[config.mk]
export PLATFORM = sky130hd
export DESIGN_NAME = irqc_top
export DESIGN_NICKNAME = d
export VERILOG_FILES = /design/src/rtl/irqc_pkg.sv /design/src/rtl/irqc_sync.sv /design/src/rtl/irqc_edge.sv /design/src/rtl/irqc_line.sv /design/src/rtl/irqc_top.sv
export SDC_FILE = /design/constraint.sdc
export NUM_CORES = 1
export LEC_CHECK = 0
export ABC_AREA = 1
export ABC_CLOCK_PERIOD_IN_PS = 5500
export BUFFER_PORTS_ARGS = -buffer_cell sky130_fd_sc_hd__clkbuf_2
export CORE_ASPECT_RATIO = 0.5
export CORE_MARGIN = 4
export CORE_UTILIZATION = 60
export DETAILED_ROUTE_END_ITERATION = 12
export GPL_ROUTABILITY_DRIVEN = 0
export PLACE_DENSITY = 0.89
export SYNTH_ARGS = -nofsm -noshare
export SYNTH_HDL_FRONTEND = slang
export SYNTH_SLANG_ARGS = --single-unit
export TNS_END_PERCENT = 30
[constraint.sdc]
create_clock -name clk_i -period 5.5 [get_ports clk_i]
set_input_delay 1.65 -clock clk_i [delete_from_list [all_inputs] [get_ports clk_i]]
set_output_delay 1.65 -clock clk_i [all_outputs]
set_load 0.05 [all_outputs]
[src/rtl/irqc_pkg.sv]
package irqc_pkg;

    localparam int ADDR_W = 6;

    // register byte addresses
    localparam logic [ADDR_W-1:0] ADR_CTRL  = 6'h00;
    localparam logic [ADDR_W-1:0] ADR_STAT0 = 6'h04;
    localparam logic [ADDR_W-1:0] ADR_MASK0 = 6'h08;
    localparam logic [ADDR_W-1:0] ADR_STAT1 = 6'h0C;
    localparam logic [ADDR_W-1:0] ADR_MASK1 = 6'h10;
    localparam logic [ADDR_W-1:0] ADR_TEST0 = 6'h14;
    localparam logic [ADDR_W-1:0] ADR_TEST1 = 6'h18;
    localparam logic [ADDR_W-1:0] ADR_EDGE  = 6'h1C;

    // control register fields
    localparam int CTL_COR  = 0;
    localparam int CTL_PDIS = 1;
    localparam int CTL_W    = 2;

    localparam int NUM_LINES = 2;

    function automatic logic [ADDR_W-1:0] pick_base(input int line,
                                                    input logic [ADDR_W-1:0] b0,
                                                    input logic [ADDR_W-1:0] b1);
        return (line == 0) ? b0 : b1;
    endfunction

endpackage

[src/rtl/irqc_sync.sv]
module irqc_sync #(
    parameter int N = 18
) (
    input  logic         clk_i,
    input  logic         rst_ni,
    input  logic [N-1:0] src_i,
    output logic [N-1:0] rise_o,
    output logic [N-1:0] fall_o
);

    typedef struct packed {
        logic [N-1:0] meta;
        logic [N-1:0] lvl;
        logic [N-1:0] hist;
    } sync_t;

    sync_t sy_q, sy_d;

    always_comb begin
        sy_d.meta = src_i;
        sy_d.lvl  = sy_q.meta;
        sy_d.hist = sy_q.lvl;
    end

    always_ff @(posedge clk_i or negedge rst_ni) begin
        if (!rst_ni) sy_q <= '0;
        else         sy_q <= sy_d;
    end

    assign rise_o = sy_q.lvl & ~sy_q.hist;
    assign fall_o = ~sy_q.lvl & sy_q.hist;

    // an edge is reported only one cycle after the level moved through the first stage
    a_r13_edge_from_stage: assert property (@(posedge clk_i) disable iff (!rst_ni)
        (rise_o != '0) |-> ((rise_o & ~$past(sy_q.meta)) == '0));

endmodule

[src/rtl/irqc_edge.sv]
module irqc_edge #(
    parameter int N = 18,
    localparam int SEL_W = 2 * N
) (
    input  logic [N-1:0]     rise_i,
    input  logic [N-1:0]     fall_i,
    input  logic [SEL_W-1:0] sel_i,
    output logic [N-1:0]     evt_o
);

    for (genvar k = 0; k < N; k++) begin : g_src
        // upper bit of the pair arms rising edges, lower bit arms falling edges
        assign evt_o[k] = (rise_i[k] & sel_i[2*k+1]) | (fall_i[k] & sel_i[2*k]);
    end

endmodule

[src/rtl/irqc_line.sv]
module irqc_line #(
    parameter int N = 18
) (
    input  logic         clk_i,
    input  logic         rst_ni,
    input  logic [N-1:0] set_i,
    input  logic [N-1:0] clr_i,
    input  logic         pdis_i,
    input  logic [N-1:0] mask_i,
    output logic [N-1:0] stat_o,
    output logic         irq_n_o
);

    typedef struct packed {
        logic [N-1:0] pend;
        logic [N-1:0] extra;
    } line_t;

    line_t ln_q, ln_d;

    always_comb begin
        // a clear hands the held event over to the pending bit; new events always land
        ln_d.pend = (ln_q.pend & ~clr_i) | (ln_q.extra & clr_i) | set_i;
        if (pdis_i) begin
            ln_d.extra = '0;
        end else begin
            ln_d.extra = (ln_q.extra & ~clr_i)
                       | (ln_q.pend & set_i & ~clr_i)
                       | (ln_q.extra & set_i & clr_i);
        end
    end

    always_ff @(posedge clk_i or negedge rst_ni) begin
        if (!rst_ni) ln_q <= '0;
        else         ln_q <= ln_d;
    end

    assign stat_o  = ln_q.pend;
    assign irq_n_o = ~|(ln_q.pend & ~mask_i);

    // a held event exists only behind a pending bit
    a_r9_held_needs_pending: assert property (@(posedge clk_i) disable iff (!rst_ni)
        (ln_q.extra & ~ln_q.pend) == '0);

    // with holding disabled nothing is held one cycle later
    a_r9_pdis_flush: assert property (@(posedge clk_i) disable iff (!rst_ni)
        pdis_i |=> (ln_q.extra == '0));

    // every event is pending in the next cycle, clear or not
    a_r10_event_kept: assert property (@(posedge clk_i) disable iff (!rst_ni)
        (set_i != '0) |=> ((stat_o & $past(set_i)) == $past(set_i)));

    // a clear with no new and no held event empties the bit
    a_r7_clear_takes: assert property (@(posedge clk_i) disable iff (!rst_ni)
        ((clr_i & ~set_i & ~ln_q.extra) != '0)
        |=> ((stat_o & $past(clr_i & ~set_i & ~ln_q.extra)) == '0));

endmodule

[src/rtl/irqc_top.sv]
module irqc_top
    import irqc_pkg::*;
#(
    parameter int NUM_SRC = 18
) (
    input  logic               clk_i,
    input  logic               rst_ni,
    input  logic [NUM_SRC-1:0] src_i,
    input  logic [5:0]         addr_i,
    input  logic               wr_en_i,
    input  logic               rd_en_i,
    input  logic [7:0]         wdata_i,
    output logic [7:0]         rdata_o,
    output logic [1:0]         irq_n_o
);

    localparam int IXR_BYTES = (NUM_SRC + 7) / 8;
    localparam int EDGE_BITS = 2 * NUM_SRC;
    localparam int PAD_LSB   = NUM_SRC % 8;

    typedef struct packed {
        logic [CTL_W-1:0]                      ctrl;
        logic [NUM_LINES-1:0][NUM_SRC-1:0]     mask;
        logic [EDGE_BITS-1:0]                  esel;
        logic [7:0]                            rdata;
    } regs_t;

    regs_t rg_q, rg_d;

    logic [NUM_SRC-1:0]                  rise_w, fall_w, evt_w;
    logic [NUM_LINES-1:0][NUM_SRC-1:0]   stat_w, set_w, clr_w;

    initial begin
        a_r12_param_range: assert (NUM_SRC >= 4 && NUM_SRC <= 18);
    end

    irqc_sync #(.N(NUM_SRC)) u_sync (
        .clk_i  (clk_i),
        .rst_ni (rst_ni),
        .src_i  (src_i),
        .rise_o (rise_w),
        .fall_o (fall_w)
    );

    irqc_edge #(.N(NUM_SRC)) u_edge (
        .rise_i (rise_w),
        .fall_i (fall_w),
        .sel_i  (rg_q.esel),
        .evt_o  (evt_w)
    );

    for (genvar l = 0; l < NUM_LINES; l++) begin : g_line
        irqc_line #(.N(NUM_SRC)) u_line (
            .clk_i   (clk_i),
            .rst_ni  (rst_ni),
            .set_i   (set_w[l]),
            .clr_i   (clr_w[l]),
            .pdis_i  (rg_q.ctrl[CTL_PDIS]),
            .mask_i  (rg_q.mask[l]),
            .stat_o  (stat_w[l]),
            .irq_n_o (irq_n_o[l])
        );
    end

    // per-line set and clear strobes decoded from the byte port
    always_comb begin
        logic hit_st, hit_ts;
        set_w = '0;
        clr_w = '0;
        for (int l = 0; l < NUM_LINES; l++) begin
            for (int k = 0; k < NUM_SRC; k++) begin
                hit_st = (addr_i == pick_base(l, ADR_STAT0, ADR_STAT1) + 6'(k / 8));
                hit_ts = (addr_i == pick_base(l, ADR_TEST0, ADR_TEST1) + 6'(k / 8));
                set_w[l][k] = evt_w[k] | (wr_en_i & hit_ts & wdata_i[k % 8]);
                if (rg_q.ctrl[CTL_COR]) begin
                    clr_w[l][k] = rd_en_i & hit_st;
                end else begin
                    clr_w[l][k] = wr_en_i & hit_st & wdata_i[k % 8];
                end
            end
        end
    end

    // register writes and the read multiplexer
    always_comb begin
        logic       hit_rs, hit_rm, hit_re;
        logic [7:0] rbyte;
        rg_d  = rg_q;
        rbyte = '0;

        if (addr_i == ADR_CTRL) begin
            rbyte[CTL_W-1:0] = rg_q.ctrl;
            if (wr_en_i) rg_d.ctrl = wdata_i[CTL_W-1:0];
        end

        for (int l = 0; l < NUM_LINES; l++) begin
            for (int k = 0; k < NUM_SRC; k++) begin
                hit_rs = (addr_i == pick_base(l, ADR_STAT0, ADR_STAT1) + 6'(k / 8));
                hit_rm = (addr_i == pick_base(l, ADR_MASK0, ADR_MASK1) + 6'(k / 8));
                if (hit_rs) rbyte[k % 8] = stat_w[l][k];
                if (hit_rm) begin
                    rbyte[k % 8] = rg_q.mask[l][k];
                    if (wr_en_i) rg_d.mask[l][k] = wdata_i[k % 8];
                end
            end
        end

        for (int j = 0; j < EDGE_BITS; j++) begin
            hit_re = (addr_i == ADR_EDGE + 6'(j / 8));
            if (hit_re) begin
                rbyte[j % 8] = rg_q.esel[j];
                if (wr_en_i) rg_d.esel[j] = wdata_i[j % 8];
            end
        end

        if (rd_en_i) rg_d.rdata = rbyte;
    end

    always_ff @(posedge clk_i or negedge rst_ni) begin
        if (!rst_ni) begin
            rg_q.ctrl  <= '0;
            rg_q.mask  <= '1;
            rg_q.esel  <= '0;
            rg_q.rdata <= '0;
        end else begin
            rg_q <= rg_d;
        end
    end

    assign rdata_o = rg_q.rdata;

    // an output can only be released by a register access in the cycle before
    for (genvar l = 0; l < NUM_LINES; l++) begin : g_chk
        a_r6_release_needs_access: assert property (@(posedge clk_i) disable iff (!rst_ni)
            $rose(irq_n_o[l]) |-> $past(rd_en_i || wr_en_i));
    end

    // unused upper bits of the last status byte always read back as zero
    if (PAD_LSB != 0) begin : g_pad
        a_r12_pad_zero: assert property (@(posedge clk_i) disable iff (!rst_ni)
            ($past(rd_en_i) && ($past(addr_i) == ADR_STAT0 + 6'(IXR_BYTES - 1)))
            |-> ((rdata_o >> PAD_LSB) == 8'h00));
    end

endmodule

==> impl_metrics.csv <==
group,metric,value,unit
setup_path,crit_slowest_cell,"a2111oi_0",
sta,slew_violations,0,
place,portBuffers,45,
sta,timing.final.ws_setup,1310,ps
route,wl,25200,um
setup_path,worstPathArrival,2540,ps
synthesis,ys_seq_elements,208,
floorplan,num_io_pins,46,
place,dp.final_hpwl,17800,um
floorplan,dieArea,18100,um^2
synthesis,ys_seq_area_share,55.0,%
setup_path,slowest_delay,550,ps
setup_path,crit_buf_inv,1,
route,drc,0,
global_routing,grt_max_degree,124,
clock_tree,worstSkewPairLatency,490,ps
synthesis,synth_cells,1121,
global_routing,grt_usage,27.7,%
cells_and_area,final_nets,1189,
route,first_pass_iters,6,
synthesis,syn_avg_cell_area,8.52,um^2
power,pwr-share-seq,51.2,%
cells_and_area,num_antenna_cells,0,
synthesis,synth_cell_types,37,
global_routing,grt_pass1_vias,8240,
synthesis,syn_area,9550,um^2
floorplan,rows,32,
synthesis,synth_ff_type,"dfrtp_1",
clock_tree,numCtsBuffers,19,
sta,fmax,238,MHz
global_routing,overflow,0,
setup_path,cp-start-kind,"register",
synthesis,synthesis.nets,1157,
place,placed_cell_area,9900,um^2
power,swShare,29.0,%
clock_tree,cts_hold_buffers,0,
synthesis,ys.warnings.count,0,
cells_and_area,fin_area,10500,um^2
power,p_clk_share,32.9,%
cells_and_area,n_fill_cell,1094,
route,drtIter0Drc,1014,
cells_and_area,area_growth,9.74,%
route,viasPerCell,6.08,
cells_and_area,register_area,5250,um^2
status,outcome,"complete, no violations",
power,power_leakage,4.80,nW
sta,finalSetupViolations,0,
clock_tree,clk_pin_slew,60,ps
cells_and_area,multi_input_area,3560,um^2
setup_path,cp_top_family,"compound AO/OA/AOI/OAI gates",
setup_path,cp_max_fo,3,
clock_tree,cts_setup_buffers,0,
setup_path,rrSetupSlack,3430,ps
setup_path,path_cells,"o22ai_1, a2111oi_0, o211ai_1, nor4_1, clkbuf_2",
global_routing,grt_pass1_wl,41100,um
route,vias,8335,
sta,fin_crit_sh,76.3,%
sta,max-slew-margin-rel,32.7,%
cells_and_area,layout-drive-gt1-share,11.8,%
cells_and_area,final_util,67.7,%
sta,tightest_slew,1000,ps
floorplan,dieWidth,186,um
setup_path,worstPathRequired,3850,ps
global_routing,antenna_found_initial,0,
sta,finalHoldViolCount,0,
place,place_ws,1120,ps
clock_tree,tritoncts,"built",
clock_tree,cts_root_buffer,"clkbuf_16",
job,drv_cap,0,
power,total_power,3.86,mW
route,wl_per_cell,18.4,um
sta,finalSetupTns,0,ps
setup_path,criticalPathCategory,"register to primary output",
min_path,min_path_type,"register to register",
floorplan,die_h,97.2,um
setup_path,endpoint_kind,"primary output",
sta,finalCriticalPeriod,4190,ps
sta,rsz0062_at_grt,"no",
power,pwr-share-comb,15.9,%
synthesis,synth-edff-count,0,
clock_tree,ctsResizeCount,0,
clock_tree,clk_path_buf_depth,3,
route,final_antenna_net_count,0,
power,power_density,368,nW/um^2
clock_tree,cts.sinks,208,
power,p_int,2.74,mW
power,peakVddDrop,267,uV
synthesis,async_flop_share,100,%
clock_tree,h-tree-depth,1,
floorplan,start_util,61.7,%
sta,skew,8.11,ps
floorplan,design.core.area,15500,um^2
power,p_switching,1.12,mW
cell usage after synthesis, types with 13 or more instances:
| master | n | area, um^2 |
|---|---|---|
| a21oi_1 | 75 | 375 |
| a221oi_1 | 16 | 140 |
| a31oi_1 | 26 | 163 |
| clkbuf_1 | 25 | 93.8 |
| dfrtp_1 | 172 | 4300 |
| dfstp_2 | 36 | 946 |
| inv_1 | 143 | 537 |
| nand2_1 | 238 | 893 |
| nand3_1 | 29 | 145 |
| nand4_1 | 18 | 113 |
| nor2_1 | 81 | 304 |
| nor3b_1 | 13 | 97.6 |
| o211ai_1 | 14 | 105 |
| o21ai_0 | 105 | 526 |
| o21ai_1 | 45 | 225 |
layer usage:
layer	global-route usage (%)	share of wire, %	up-vias
met5	0	0	-
met4	9.43	2.9	0
met3	8.87	13	83
met2	42.2	44	556
met1	37.9	40	3914
li1	-	-	3782
cell usage in the layout, fill, tap and decap left out, types with 10 or more instances in the layout:
| master | n |
|---|---|
| nand2_1 | 238 |
| o21ai_0 | 105 |
| a31oi_1 | 26 |
| dfstp_2 | 36 |
| nor3b_1 | 13 |
| inv_1 | 143 |
| or2_1 | 10 |
| nor2_1 | 81 |
| clkbuf_2 | 44 |
| dfrtp_1 | 172 |
| a221oi_1 | 16 |
| nand3_1 | 29 |
| nand4_1 | 18 |
| inv_2 | 10 |
| o22ai_1 | 12 |
| a21oi_1 | 75 |
| clkbuf_16 | 19 |
| o21a_1 | 10 |
| o211ai_1 | 14 |
| o21ai_1 | 45 |
worst register-to-register path, delay by kind of cell, from the launching register on:
kind            cells  cell delay (ps)
compound gates      3              470
buf+inv             1              260
flops               1              640
simple gates        3              590
cell type report:
cell class	instances	share of cell area [%]
Sequential cell	208	50.1
Multi-Input combinational cell	724	33.9
Clock buffer	32	5.48
Inverter	153	5.48
Timing Repair Buffer	47	2.49
Tap cell	204	2.43
Clock inverter	2	0.131
through the flow:
stage	std cells	hold WS, ps
global route	1370	353
finish	1370	344
global placement	1336	331
floorplan	1121	331
detailed placement	1336	335
CTS	1370	349
flip-flops by register name (all words and copies together) (netlist names):
signal / count
rg_q: 74
g_line.u_line.ln_q: 36
g_line.u_line.stat_o: 36
u_sync.sy_d: 36
u_sync.sy_q: 18
rdata_o: 8
cell families after synthesis:
| logic type | Yosys count | share of synthesized area (%) |
|---|---|---|
| buf+inv | 189 | 7.83 |
| simple gates | 413 | 18.9 |
| flops | 208 | 55.0 |
| compound gates | 311 | 18.4 |
worst paths after layout:
path,endpoint,cells after the start,startpoint
max in group asynchronous,rg_q[78]$_DFFE_PN1P_,2,rst_ni
min,u_sync.sy_d[5]$_DFF_PN0_,0,u_sync.sy_d[23]$_DFF_PN0_
max reg2reg,g_line[1].u_line.ln_q[13]$_DFF_PN0_,7,rg_q[80]$_DFFE_PN0P_
min reg2reg,u_sync.sy_d[5]$_DFF_PN0_,0,u_sync.sy_d[23]$_DFF_PN0_
max,irq_n_o[1],5,rg_q[64]$_DFFE_PN1P_
min in group asynchronous,u_sync.sy_d[20]$_DFF_PN0_,1,rst_ni
power groups by stage:
stage / clock [mW] / combinational, mW / sequential (mW)
after detailed placement: 0 / 0.595 / 1.99
after floorplan: 0 / 0.441 / 1.94
final: 1.27 / 0.614 / 1.98
after CTS: 1.27 / 0.599 / 1.97
after global placement: 0 / 0.549 / 1.97
after global routing: 1.35 / 0.688 / 2.00
Power figures use the tool's default switching activity.
